--- src/rtl/fracn_pkg.sv ---
package fracn_pkg;
   // number of cascaded first-order stages (third-order noise shaping)
   localparam int STAGES = 3;
   // signed offset range -3..+4 needs four bits
   localparam int OFF_W  = 4;
   typedef logic signed [OFF_W-1:0] mash_off_t;
endpackage

--- src/rtl/fracn_accum.sv ---
module fracn_accum #(
   parameter int W = 26
) (
   input  logic         clk,
   input  logic         rst,
   input  logic         step,
   input  logic [W-1:0] addend,
   output logic [W-1:0] sum_nxt,
   output logic         carry
);
   logic [W-1:0] acc_q;
   logic [W:0]   full;

   initial begin
      assert (W >= 2) else $error("fracn_accum: W must be at least 2");
   end

   assign full    = {1'b0, acc_q} + {1'b0, addend};
   assign sum_nxt = full[W-1:0];
   assign carry   = full[W];

   always_ff @(posedge clk) begin
      if (rst)       acc_q <= '0;
      else if (step) acc_q <= sum_nxt;
   end

   // state moves only on a modulator step
   assert_acc_hold_R8: assert property (@(posedge clk) disable iff (rst)
      !step |=> $stable(acc_q));
endmodule

--- src/rtl/fracn_mash.sv ---
module fracn_mash
   import fracn_pkg::*;
#(
   parameter int FRAC_W = 25,
   localparam int ACC_W = FRAC_W + 1
) (
   input  logic              clk,
   input  logic              rst,
   input  logic              step,
   input  logic [FRAC_W-1:0] frac,
   output mash_off_t         offset
);
   logic [ACC_W-1:0] addend [STAGES];
   logic [ACC_W-1:0] sums   [STAGES];
   logic [STAGES-1:0] cy;
   logic c2_d, c3_d, c3_dd;

   for (genvar g = 0; g < STAGES; g++) begin : g_stage
      if (g == 0) begin : g_head
         // forced LSB gives the half-LSB fractional offset
         assign addend[g] = {frac, 1'b1};
      end else begin : g_tail
         assign addend[g] = sums[g-1];
      end
      fracn_accum #(.W(ACC_W)) u_acc (
         .clk    (clk),
         .rst    (rst),
         .step   (step),
         .addend (addend[g]),
         .sum_nxt(sums[g]),
         .carry  (cy[g])
      );
   end

   always_ff @(posedge clk) begin
      if (rst) begin
         c2_d  <= 1'b0;
         c3_d  <= 1'b0;
         c3_dd <= 1'b0;
      end else if (step) begin
         c2_d  <= cy[1];
         c3_d  <= cy[2];
         c3_dd <= c3_d;
      end
   end

   always_comb begin
      offset = mash_off_t'({3'b000, cy[0]})
             + mash_off_t'({3'b000, cy[1]}) - mash_off_t'({3'b000, c2_d})
             + mash_off_t'({3'b000, cy[2]}) - mash_off_t'({2'b00, c3_d, 1'b0})
             + mash_off_t'({3'b000, c3_dd});
   end

   // delay taps frozen between steps
   assert_tap_hold_R8: assert property (@(posedge clk) disable iff (rst)
      !step |=> $stable({c2_d, c3_d, c3_dd}));
endmodule

--- src/rtl/fracn_div_counter.sv ---
module fracn_div_counter #(
   parameter int CW       = 12,
   parameter int MIN_LOAD = 23
) (
   input  logic          clk,
   input  logic          rst,
   input  logic [CW-1:0] load_val,
   output logic          term
);
   logic [CW-1:0] cnt;

   initial begin
      assert (MIN_LOAD >= 2) else $error("fracn_div_counter: MIN_LOAD must be >= 2");
   end

   assign term = (cnt == '0);

   always_ff @(posedge clk) begin
      if (rst)       cnt <= '0;
      else if (term) cnt <= load_val - CW'(1);
      else           cnt <= cnt - CW'(1);
   end

   // a boundary is never followed by another at once
   assert_no_double_R2: assert property (@(posedge clk) disable iff (rst)
      term |=> !term);
endmodule

--- src/rtl/fracn_fb_divider.sv ---
module fracn_fb_divider
   import fracn_pkg::*;
#(
   parameter int INT_W     = 12,
   parameter int FRAC_W    = 25,
   parameter int MIN_RATIO = 23
) (
   input  logic              clk,
   input  logic              rst,
   input  logic              ld_stb,
   input  logic [INT_W-1:0]  int_val,
   input  logic [FRAC_W-1:0] frac_val,
   output logic              div_pulse,
   output logic [INT_W-1:0]  div_ratio,
   output logic              ratio_clamped,
   output logic              int_err
);
   localparam int SW = INT_W + 2;
   localparam logic signed [SW-1:0] RAW_MIN = SW'(MIN_RATIO);
   localparam logic signed [SW-1:0] RAW_MAX = SW'((1 << INT_W) - 1);
   localparam logic [INT_W-1:0] MIN_L = INT_W'(MIN_RATIO);
   localparam logic [INT_W-1:0] MAX_L = '1;

   initial begin
      assert (INT_W >= 6 && INT_W <= 24) else $error("INT_W out of range");
      assert (FRAC_W >= 2 && FRAC_W <= 29) else $error("FRAC_W out of range");
      assert (MIN_RATIO >= 8 && MIN_RATIO < (1 << INT_W) - 4)
         else $error("MIN_RATIO out of range");
   end

   logic [INT_W-1:0]  act_int, pend_int, sel_int, nxt_ratio;
   logic [FRAC_W-1:0] act_frac, pend_frac, sel_frac;
   logic              pend_v, nxt_clamp, term;
   logic signed [SW-1:0] raw;
   mash_off_t         off;

   // pending words replace the active ones only at a boundary
   assign sel_int  = pend_v ? pend_int  : act_int;
   assign sel_frac = pend_v ? pend_frac : act_frac;

   fracn_mash #(.FRAC_W(FRAC_W)) u_mash (
      .clk   (clk),
      .rst   (rst),
      .step  (term),
      .frac  (sel_frac),
      .offset(off)
   );

   always_comb begin
      raw = $signed({2'b00, sel_int}) + SW'(off);
      nxt_clamp = 1'b0;
      nxt_ratio = raw[INT_W-1:0];
      if (raw < RAW_MIN) begin
         nxt_ratio = MIN_L;
         nxt_clamp = 1'b1;
      end else if (raw > RAW_MAX) begin
         nxt_ratio = MAX_L;
         nxt_clamp = 1'b1;
      end
   end

   fracn_div_counter #(.CW(INT_W), .MIN_LOAD(MIN_RATIO)) u_cnt (
      .clk     (clk),
      .rst     (rst),
      .load_val(nxt_ratio),
      .term    (term)
   );

   always_ff @(posedge clk) begin
      if (rst) begin
         act_int       <= int_val;
         act_frac      <= frac_val;
         pend_int      <= '0;
         pend_frac     <= '0;
         pend_v        <= 1'b0;
         div_ratio     <= MIN_L;
         ratio_clamped <= 1'b0;
      end else begin
         if (term) begin
            act_int       <= sel_int;
            act_frac      <= sel_frac;
            div_ratio     <= nxt_ratio;
            ratio_clamped <= nxt_clamp;
         end
         if (ld_stb) begin
            pend_int  <= int_val;
            pend_frac <= frac_val;
            pend_v    <= 1'b1;
         end else if (term) begin
            pend_v    <= 1'b0;
         end
      end
   end

   assign div_pulse = term;
   assign int_err   = (act_int < MIN_L);

   assert_hold_R7: assert property (@(posedge clk) disable iff (rst)
      !div_pulse |=> $stable(act_int) && $stable(act_frac) && $stable(div_ratio));

   assert_ratio_legal_R5: assert property (@(posedge clk) disable iff (rst)
      div_ratio >= MIN_L);

   assert_clamp_edge_R5: assert property (@(posedge clk) disable iff (rst)
      ratio_clamped |-> (div_ratio == MIN_L || div_ratio == MAX_L));

   assert_ratio_window_R3: assert property (@(posedge clk) disable iff (rst)
      div_pulse |=> ratio_clamped ||
         (({2'b00, div_ratio} + SW'(3) >= {2'b00, $past(sel_int)}) &&
          ({2'b00, div_ratio} <= {2'b00, $past(sel_int)} + SW'(4))));
endmodule

--- config.mk ---
export PLATFORM = sky130hd
export DESIGN_NAME = fracn_fb_divider
export DESIGN_NICKNAME = d
export VERILOG_FILES = /design/src/rtl/fracn_pkg.sv /design/src/rtl/fracn_accum.sv /design/src/rtl/fracn_mash.sv /design/src/rtl/fracn_div_counter.sv /design/src/rtl/fracn_fb_divider.sv
export SDC_FILE = /design/constraint.sdc
export NUM_CORES = 1
export LEC_CHECK = 0
export ABC_AREA = 1
export BUFFER_PORTS_ARGS = -buffer_cell sky130_fd_sc_hd__buf_2
export CORE_MARGIN = 5
export CORE_UTILIZATION = 43
export CTS_BUF_LIST = sky130_fd_sc_hd__clkbuf_2 sky130_fd_sc_hd__clkbuf_4 sky130_fd_sc_hd__clkbuf_8
export DETAILED_ROUTE_END_ITERATION = 8
export PLACE_DENSITY = 0.68
export SLEW_MARGIN = 0
export SYNTH_ARGS = -nofsm -noshare
export SYNTH_HDL_FRONTEND = slang
export SYNTH_HIERARCHICAL = 1
export SYNTH_SLANG_ARGS = --single-unit
--- constraint.sdc ---
create_clock -name clk -period 8.3 [get_ports clk]
set_input_delay 0.83 -clock clk [delete_from_list [all_inputs] [get_ports clk]]
set_output_delay 0.83 -clock clk [all_outputs]
set_load 0.01 [all_outputs]
# ---- After elaboration in Yosys (flattened, before gate mapping)
# Index checks and enable logic that the tools add are counted.
dict set report word_totals {
  ff_bits 181
  inputBits 40
  output_inout_bits 15
  word_cells 44
}
dict set report op_classes {
  addsub 11
  magnitude_cmp 3
  muxes 13
  n_reduce_logical 3
}
# cell count
set ops {}
lappend ops {{adder 26 x 26 -> 27 bit} 3}
lappend ops {{two-way mux 25 bit} 3}
lappend ops {{two-way mux 12 bit} 6}
lappend ops {{subtractor 12 x 1 -> 12 bit, second input constant} 2}
lappend ops {{adder 13 x 4 -> 14 bit} 1}
lappend ops {{> comparator 14 x 13 -> 1 bit, second input constant} 1}
lappend ops {{< comparator 14 x 6 -> 1 bit, second input constant} 1}
lappend ops {{zero test 12 bit} 1}
lappend ops {{< comparator 12 x 5 -> 1 bit, second input constant} 1}
lappend ops {{adder 4 x 2 -> 4 bit} 2}
lappend ops {{two-way mux 1 bit} 4}
lappend ops {{nonzero test 2 bit} 2}
lappend ops {{subtractor 4 x 2 -> 4 bit} 1}
lappend ops {{subtractor 4 x 3 -> 4 bit} 1}
lappend ops {{adder 1 x 1 -> 2 bit} 1}

# ---- Logic depth before layout (Yosys ltp)
# Gate-level depths: netlist (run 1).
dict set report depth {
  ltp_word 14
  mapped_depth 62
  depth_no_buf 61
}

# ---- Modules after synthesis
# Netlist (run 1), hierarchy kept.
# module n_inst cells_per_inst area_per_inst_um2 seq_area_each_um2
set modules_own_cells {}
lappend modules_own_cells {{fracn_accum (u_mash.g_stage[1].u_acc ...)} 2 545 3007.9 520.5}
lappend modules_own_cells {fracn_fb_divider 1 669 4822.1 2132.0}
lappend modules_own_cells {{fracn_accum (u_mash.g_stage[0].u_acc)} 1 547 3011.6 520.5}
lappend modules_own_cells {fracn_div_counter 1 126 933.4 240.2}
lappend modules_own_cells {fracn_mash 1 39 286.5 60.1}

# ---- Least setup slack after synthesis (run 1)
# No wires, ideal clock.
dict set report synth_timing {
  path_type {register to register}
  start {register pend_v}
  end {register u_cnt.cnt[8]}
  setup_ns 0.115
  t_arrival_ns 7.306
  required_time_ns 8.185
  slack_ns 0.879
  path_stages_with_launch 57
  n_path_buf 3
  synth_period_minus_slack_ns 7.421
  path_cell_list {dfxtp_1 -> clkbuf_1 -> clkbuf_1 -> nand2_1 -> nand2_1 -> ha_1 -> nand2_1 -> inv_1 -> nand2_1 -> nand2_1 -> inv_1 -> nand2_1 -> o21bai_2 -> nand2_1 -> nand2_1 -> ha_1 -> nand2_1 -> inv_1 -> (+21 left out) -> a21oi_4 -> nor2_1 -> nor2_4 -> nand2_4 -> xnor2_4 -> buf_6 -> nand4_1 -> inv_1 -> nand3_1 -> nand2_2 -> ha_1 -> inv_1 -> nor2_4 -> nand2_4 -> nor2_4 -> nand3_1 -> nand2_1 -> nor2_1}
}
# element line
set synth_lines {}
lappend synth_lines {{start: declaration} fracn_fb_divider.sv:33} ;# logic pend_v, nxt_clamp, term;
lappend synth_lines {{start signal: assignment} fracn_fb_divider.sv:75} ;# pend_v <= 1'b0;
lappend synth_lines {{start signal: assignment} fracn_fb_divider.sv:88} ;# pend_v <= 1'b1;
lappend synth_lines {{start signal: assignment} fracn_fb_divider.sv:90} ;# pend_v <= 1'b0;
lappend synth_lines {{end signal: assignment} fracn_div_counter.sv:20} ;# else if (term) cnt <= load_val - CW'(1);
lappend synth_lines {{end signal: assignment} fracn_div_counter.sv:21} ;# else cnt <= cnt - CW'(1);
lappend synth_lines {{end: declaration} fracn_div_counter.sv:10} ;# logic [CW-1:0] cnt;

==> results_dict.tcl, run 1 <==
set metrics [dict create \
    status "completed" \
    cpMostUsedCell "nand2_1" \
    cts_tree "done" \
    io-pin-count 55 \
    routedWlPerCell_um 14.3 \
    die-height_um 197 \
    grt_pass1_wl_um 69100 \
    hold_violations 0 \
    gp_congestion 1.03 \
    slew_headroom 0.446 \
    worst-path-max-fanout 19 \
    seq_area_um2 4000 \
    criticalPathCategory "reg2reg" \
    grt_overflow 0 \
    critical_path_required_ps 8710 \
    cts_buffer_depth 2 \
    finalSetupTns_ps 0 \
    start_util 0.435 \
    avgSynthCellArea_um2 6.11 \
    hp-class "reg2reg" \
    synthesis.area_um2 15000 \
    rows 68 \
    nNetsFinal 2641 \
    ant_nets 0 \
    syn_inst 2457 \
    place_inst 2923 \
    crit_path_start_kind "register" \
    layout_commonest_cell "nand2_1" \
    crit_arrival_ps 8160 \
    cpPeakStageDelay_ps 410 \
    ctsRootBufferMaster "clkbuf_8" \
    port_buffers 54 \
    r2r_slack_ps 540 \
    whs_ps 462 \
    fin_worst_skew_ps 25.5 \
    yosys_warnings 6 \
    drive_gt1_frac 0.145 \
    worst_pin_slew_ps 830 \
    min_period_over_period 0.935 \
    cts_sinks 181 \
    fillCellCount 3510 \
    antenna_cells 0 \
    ctsHoldBuffers 0 \
    final_area_um2 16900 \
    setup-violations-final 0 \
    place_area_um2 15700 \
    numCtsBuffers 17 \
    syn_nets 2601 \
    antenna_found_initial 0 \
    first_global_vias 14000 \
    finalNonFillerCells 2965 \
    clkLatencyLatePin_ps 510 \
    die_w_um 197 \
    critical_path.top_delay_family "simple AND/OR/NAND/NOR gates" \
    crit_slowest_cell "dfxtp_4" \
    firstDrtPassIters 5 \
    drt_iter0_markers 1277 \
    hpwlAfterDp_um 32000 \
    slew_viol_final 0 \
    vias_per_cell 5.05 \
    critPathBufInv 10 \
    grt_usage 0.214 \
    core_area_um2 34500 \
    clk_pin_slew_ps 120 \
    drv_cap 0 \
    wl_um 42300 \
    max_freq_ghz 0.129 \
    mostFrequentLayoutCells "nand2_1 (738), inv_1 (406), nor2_1 (355), dfxtp_1 (143), nand3_1 (139)" \
    cts_max_level 4 \
    grt_max_degree 76 \
    fin_crit_ps 7760 \
    drc 0 \
    multiInputGateArea_um2 9780 \
    dr_total_vias 15000 \
    syn_to_final_growth_pct 12.6 \
    dieArea_um2 38800 \
    worstSetupEndpointType "register" \
]
==> through the flow <==
step | worst slack (ps) | utilization
floorplan | 879 | -
global placement | 123 | 0.455
detailed placement | 1.56 | 0.455
CTS | 21.4 | 0.468
global route | -46.5 | 0.489
finish | 543 | 0.489
==> metal layers <==
layer / part of all wire / global-route usage / routed length, um / vias up
li1: - / - / - / 7686
met1: 0.48 / 0.301 / 20300 / 6827
met2: 0.45 / 0.348 / 19000 / 400
met3: 0.054 / 0.0306 / 2270 / 47
met4: 0.016 / 0.0511 / 693 / 0
met5: 0 / 0 / 0 / -
==> sequential cells by signal, indices dropped and copies added, names as in the netlist <==
register	count
pend_int	12
u_mash/g_stage.u_acc/acc_q	78
u_cnt/cnt	12
pend_frac	25
div_ratio	12
pend_v	1
u_mash/c3_dd	1
ratio_clamped	1
act_frac	25
u_mash/c3_d	1
act_int	12
u_mash/c2_d	1
==> worst register-to-register path, delay by kind of cell, from the launching register on <==
family                     cells  cell delay [ps]
AOI/OAI and AO/OA              4              640
DFF                            1              410
buffers and inverters         10             1010
and+or+nand+nor               29             3250
adders and majority gates      8             2330
==> worst paths after layout <==
path | startpoint | to | depth (start not counted)
worst max-delay path | pend_v | u_cnt/cnt[11] | 51
worst min-delay path | div_ratio[5] | div_ratio[5] | 2
worst max register to register | pend_v | u_cnt/cnt[11] | 51
worst min register to register | div_ratio[5] | div_ratio[5] | 2
==> cell type report <==
class                      instances  share of cell area
clock buffer                      17              0.0138
clock inverter                    15              0.0121
inverter                         426              0.0950
multi-input combinational       1791               0.579
sequential                       181               0.237
tap                              455              0.0337
timing repair buffer              80              0.0304
==> timing repair <==
item / in CTS / in global routing
pin swaps: 0 / 9
gates resized for setup: 4 / 123
setup endpoints to repair: 3 / 22
gates cloned: 0 / 1
setup buffers: 0 / 9
Power of run 1 is left out: the tool's default activity adds up to more than one toggle a clock period on the data nets, which glitch-free logic cannot reach.
==> inputs of run 2 (changes only) <==
--- a/config.mk
+++ b/config.mk
@@ -7,6 +7,7 @@
 export LEC_CHECK = 0
 export ABC_AREA = 1
 export BUFFER_PORTS_ARGS = -buffer_cell sky130_fd_sc_hd__buf_2
+export CAP_MARGIN = 20
 export CORE_MARGIN = 5
 export CORE_UTILIZATION = 43
 export CTS_BUF_LIST = sky130_fd_sc_hd__clkbuf_2 sky130_fd_sc_hd__clkbuf_4 sky130_fd_sc_hd__clkbuf_8
==> constraint.sdc (replaced) <==
create_clock -name clk -period 8.3 [get_ports clk]
set_input_delay 0.415 -clock clk [delete_from_list [all_inputs] [get_ports clk]]
set_output_delay 0.415 -clock clk [all_outputs]
set_load 0.01 [all_outputs]
==> run 2 against run 1 <==
Core utilization barely moved. Setup slack got worse by 18 ps. Register-to-register slack got worse by 20 ps. Critical endpoint is now u_cnt/cnt[8]. Critical path depth rose by 6. Clock skew fell by 3.1 ps. Wire length fell by 0.45%. Worst hold slack got worse by 320 ps. Die area did not move.
==> results_dict.tcl, run 2 (synthesized netlist as in run 1, its figures left out) <==
set metrics [dict create \
    place_area_um2 15700 \
    rows 68 \
    crit_path_start_kind "register" \
    grt_usage 0.215 \
    io-pin-count 55 \
    drt_iter0_markers 1169 \
    critical_path_required_ps 8720 \
    r2r_slack_ps 520 \
    crit_slowest_cell "fa_1" \
    drv_cap 0 \
    core_area_um2 34500 \
    grt_overflow 0 \
    status "completed" \
    gp_congestion 1.01 \
    cts_max_level 4 \
    drive_gt1_frac 0.146 \
    cpMostUsedCell "nand2_1" \
    r2r-start "pend_v" \
    fin_crit_ps 7780 \
    largest-register "u_mash/g_stage.u_acc/acc_q" \
    syn_to_final_growth_pct 12.5 \
    grt_pass1_wl_um 69300 \
    hold_depth 3 \
    worst_r2r_path_depth 57 \
    reg2reg_to "u_cnt/cnt[8]" \
    cts_tree "done" \
    min-delay-start "frac_val[0]" \
    largest_reg_flops 78 \
    clkLatencyLatePin_ps 510 \
    start_util 0.435 \
    ant_nets 0 \
    criticalPathCategory "reg2reg" \
    wl_um 42100 \
    largest_registers "u_mash/g_stage.u_acc/acc_q (78), act_frac (25), pend_frac (25)" \
    ctsRootBufferMaster "clkbuf_8" \
    worst-path-max-fanout 7 \
    nNetsFinal 2642 \
    whs_ps 140 \
    antenna_cells 0 \
    fillCellCount 3586 \
    layout_commonest_cell "nand2_1" \
    fin_worst_skew_ps 22.3 \
    vias_per_cell 5.06 \
    firstDrtPassIters 7 \
    slew_viol_final 0 \
    die-height_um 197 \
    drc 0 \
    hold_violations 0 \
    ctsHoldBuffers 0 \
    port_buffers 54 \
    min_period_over_period 0.937 \
    antenna_found_initial 0 \
    worstSetupEndpointType "register" \
    dr_total_vias 15000 \
    place_inst 2924 \
    grt_max_degree 107 \
    mostFrequentLayoutCells "nand2_1 (731), inv_1 (406), nor2_1 (358), dfxtp_1 (143), nand3_1 (140)" \
    numCtsBuffers 17 \
    die_w_um 197 \
    clk_pin_slew_ps 120 \
    min_to "pend_frac[0]" \
    worst_pin_slew_ps 986 \
    dieArea_um2 38800 \
    routedWlPerCell_um 14.2 \
    hpwlAfterDp_um 32200 \
    cts_buffer_depth 2 \
    dp_slack_ps 81.7 \
    finalNonFillerCells 2966 \
    final_area_um2 16900 \
    slew_headroom 0.343 \
    fin_ws_ps 525 \
    crit_arrival_ps 8190 \
    first_global_vias 14000 \
    hp-class "in2reg" \
    max_freq_ghz 0.129 \
    cts_sinks 181 \
    cpPeakStageDelay_ps 450 \
    startpoint "pend_v" \
    setup-violations-final 0 \
]
[run 2: worst max path at each step]
stage | end | cells past startpoint
floorplan | u_cnt/cnt[8] | 56
global placement | u_cnt/cnt[8] | 57
detailed placement | u_cnt/cnt[8] | 54
CTS | u_cnt/cnt[8] | 57
global route | u_cnt/cnt[8] | 58
finish | u_cnt/cnt[8] | 57
[run 2: cell type report]
type,instances,area [um2],area share
Tap cell,455,569,0.0337
Clock inverter,14,135,0.00800
Timing Repair Buffer,81,507,0.0300
Clock buffer,18,241,0.0143
Inverter,426,1610,0.0951
Multi-Input combinational cell,1791,9830,0.582
Sequential cell,181,4000,0.237
[run 2: layer usage]
layer	global-route usage	part of all wire
met5	0	0
met4	0.0519	0.017
met3	0.0330	0.066
met2	0.353	0.45
met1	0.299	0.46
[run 2: through the flow]
stage | utilization | setup TNS [ps]
floorplan | - | 0
global placement | 0.455 | 0
detailed placement | 0.455 | 0
CTS | 0.466 | 0
global route | 0.489 | -26.4
finish | 0.489 | 0
[run 2: timing repair]
action	in CTS	in global routing
setup buffers	0	10
gates resized for setup	0	140
setup endpoints to repair	0	14
[run 2: critical path: cells and delay by family, from the launching register on]
kind / cells / cell delay (ps)
simple gates: 34 / 3280
flops: 1 / 380
fa+ha+maj: 7 / 2330
buf+inv: 13 / 1070
xor+xnor: 3 / 590
Power of run 2 is left out for the same reason.
==> inputs of run 3 (changes only) <==
--- a/config.mk
+++ b/config.mk
@@ -8,11 +8,11 @@
 export ABC_AREA = 1
 export BUFFER_PORTS_ARGS = -buffer_cell sky130_fd_sc_hd__buf_2
 export CAP_MARGIN = 20
-export CORE_MARGIN = 5
+export CORE_MARGIN = 2
 export CORE_UTILIZATION = 43
 export CTS_BUF_LIST = sky130_fd_sc_hd__clkbuf_2 sky130_fd_sc_hd__clkbuf_4 sky130_fd_sc_hd__clkbuf_8
 export DETAILED_ROUTE_END_ITERATION = 8
-export PLACE_DENSITY = 0.68
+export PLACE_DENSITY_LB_ADDON = 0.2
 export SLEW_MARGIN = 0
 export SYNTH_ARGS = -nofsm -noshare
 export SYNTH_HDL_FRONTEND = slang
==> run 3 against run 2 <==
Setup slack better by 40 ps. Sequential share of layout area about the same. Non-clock buffer count up 2. Sequential cell count unchanged. Design area up 0.16%. Die area down 6.0%. Clock skew about the same. Fmax up 0.52%. Wire length up 0.69%. Cell count about the same. Core utilization up 0.20 points. Highest routed layer is now met5.
==> results_dict.tcl, run 3 (synthesized netlist as in run 1, its figures left out) <==
set metrics [dict create \
    slew_viol_final 0 \
    whs_ps 127 \
    use_met1 0.327 \
    start_util 0.436 \
    hp-class "in2reg" \
    critical_path.top_delay_family "simple AND/OR/NAND/NOR gates" \
    firstDrtPassIters 5 \
    crit_arrival_ps 8160 \
    dieArea_um2 36400 \
    dr_total_vias 14700 \
    cts_max_level 4 \
    clk_pin_slew_ps 120 \
    die_w_um 191 \
    antenna_found_initial 1 \
    worst-path-max-fanout 15 \
    port_buffers 54 \
    criticalPathCategory "reg2reg" \
    seq_area_um2 4000 \
    worst_r2r_path_depth 53 \
    crit_slowest_cell "fa_1" \
    max_freq_ghz 0.129 \
    io-pin-count 55 \
    grt_usage 0.237 \
    slew_headroom 0.323 \
    grt_overflow 0 \
    place_inst 2925 \
    status "completed" \
    critical_path_required_ps 8720 \
    wl_um 42400 \
    critPathBufInv 8 \
    mostFrequentLayoutCells "nand2_1 (736), inv_1 (405), nor2_1 (357), dfxtp_1 (143), nand3_1 (140)" \
    largest_reg_flops 78 \
    min_period_over_period 0.932 \
    largest-register "u_mash/g_stage.u_acc/acc_q" \
    fin_worst_skew_ps 22.0 \
    vias_per_cell 4.96 \
    crit_path_start_kind "register" \
    ctsRootBufferMaster "clkbuf_8" \
    r2r-start "pend_v" \
    nNetsFinal 2644 \
    worstSetupEndpointType "register" \
    clkLatencyLatePin_ps 520 \
    setup-violations-final 0 \
    finalNonFillerCells 2968 \
    top_usage_layer "met2" \
    drv_cap 0 \
    grt_pass1_wl_um 68800 \
    r2r_slack_ps 560 \
    routedWlPerCell_um 14.3 \
    cpPeakStageDelay_ps 450 \
    reg2reg_to "u_cnt/cnt[8]" \
    core_area_um2 34500 \
    layout_commonest_cell "nand2_1" \
    drt_iter0_markers 1013 \
    hpwlAfterDp_um 32400 \
    largest_registers "u_mash/g_stage.u_acc/acc_q (78), act_frac (25), pend_frac (25)" \
    first_global_vias 13500 \
    min-delay-start "frac_val[15]" \
    grtUsageMet3 0.0335 \
    ant_nets 0 \
    fin_crit_ps 7740 \
    syn_to_final_growth_pct 12.6 \
    worst_pin_slew_ps 1020 \
    antenna_cells 0 \
    hold_depth 3 \
    rows 68 \
    fillCellCount 3607 \
    place_area_um2 15700 \
    dp_slack_ps -4.33 \
    cpMostUsedCell "nand2_1" \
    ctsHoldBuffers 0 \
    fin_ws_ps 565 \
    min_to "pend_frac[15]" \
    cts_tree "done" \
    grt_max_degree 108 \
    multiInputGateArea_um2 9810 \
    numCtsBuffers 17 \
    die-height_um 191 \
    hold_violations 0 \
    grt_use_met2 0.382 \
    cts_sinks 181 \
    drive_gt1_frac 0.148 \
    drc 0 \
    final_area_um2 16900 \
    cts_buffer_depth 2 \
    gp_congestion 0.932 \
]
## run 3: worst max path at each step
stage                               end  startpoint  slack (ps)  cells after the start
after global placement     u_cnt/cnt[8]      pend_v         130                     53
after CTS                  u_cnt/cnt[8]      pend_v          50                     53
after detailed placement   u_cnt/cnt[8]      pend_v          -4                     53
after global routing      u_cnt/cnt[10]      pend_v         -20                     57
after floorplan            u_cnt/cnt[8]      pend_v         880                     56
final                      u_cnt/cnt[8]      pend_v         560                     53
## run 3: repair_timing
| action | 4_1_cts | 5_1_grt |
|---|---|---|
| pin swaps | 0 | 16 |
| setup buffers | 0 | 11 |
| endpoints found under the setup margin | 2 | 13 |
| gates resized for setup | 1 | 141 |
## run 3: area by class of cell
| class | count | area share |
|---|---|---|
| multi-input cells | 1791 | 0.580 |
| flip-flops and latches | 181 | 0.236 |
| inverters | 426 | 0.0951 |
| well taps | 455 | 0.0337 |
| repair buffers | 83 | 0.0309 |
| clock buffers | 18 | 0.0143 |
| clock inverters | 14 | 0.00962 |
## run 3: routing by layer
layer,part of all wire,vias up
met3,0.048,41
met1,0.49,6669
li1,-,7688
met2,0.45,323
met5,0.00035,-
met4,0.017,2
## run 3: worst reg2reg max path, delay by kind of cell (launching register included)
family,cells,cell delay (ps)
compound gates,5,750
buf+inv,8,770
fa+ha+maj,6,1960
flops,1,430
simple gates,34,3720
## run 3: stage by stage
| step | util | TNS [ps] |
|---|---|---|
| finish | 0.491 | 0 |
| global route | 0.491 | -31.6 |
| CTS | 0.468 | 0 |
| detailed placement | 0.457 | -4.33 |
| global placement | 0.457 | 0 |
| floorplan | - | 0 |
Power of run 3 is left out for the same reason.
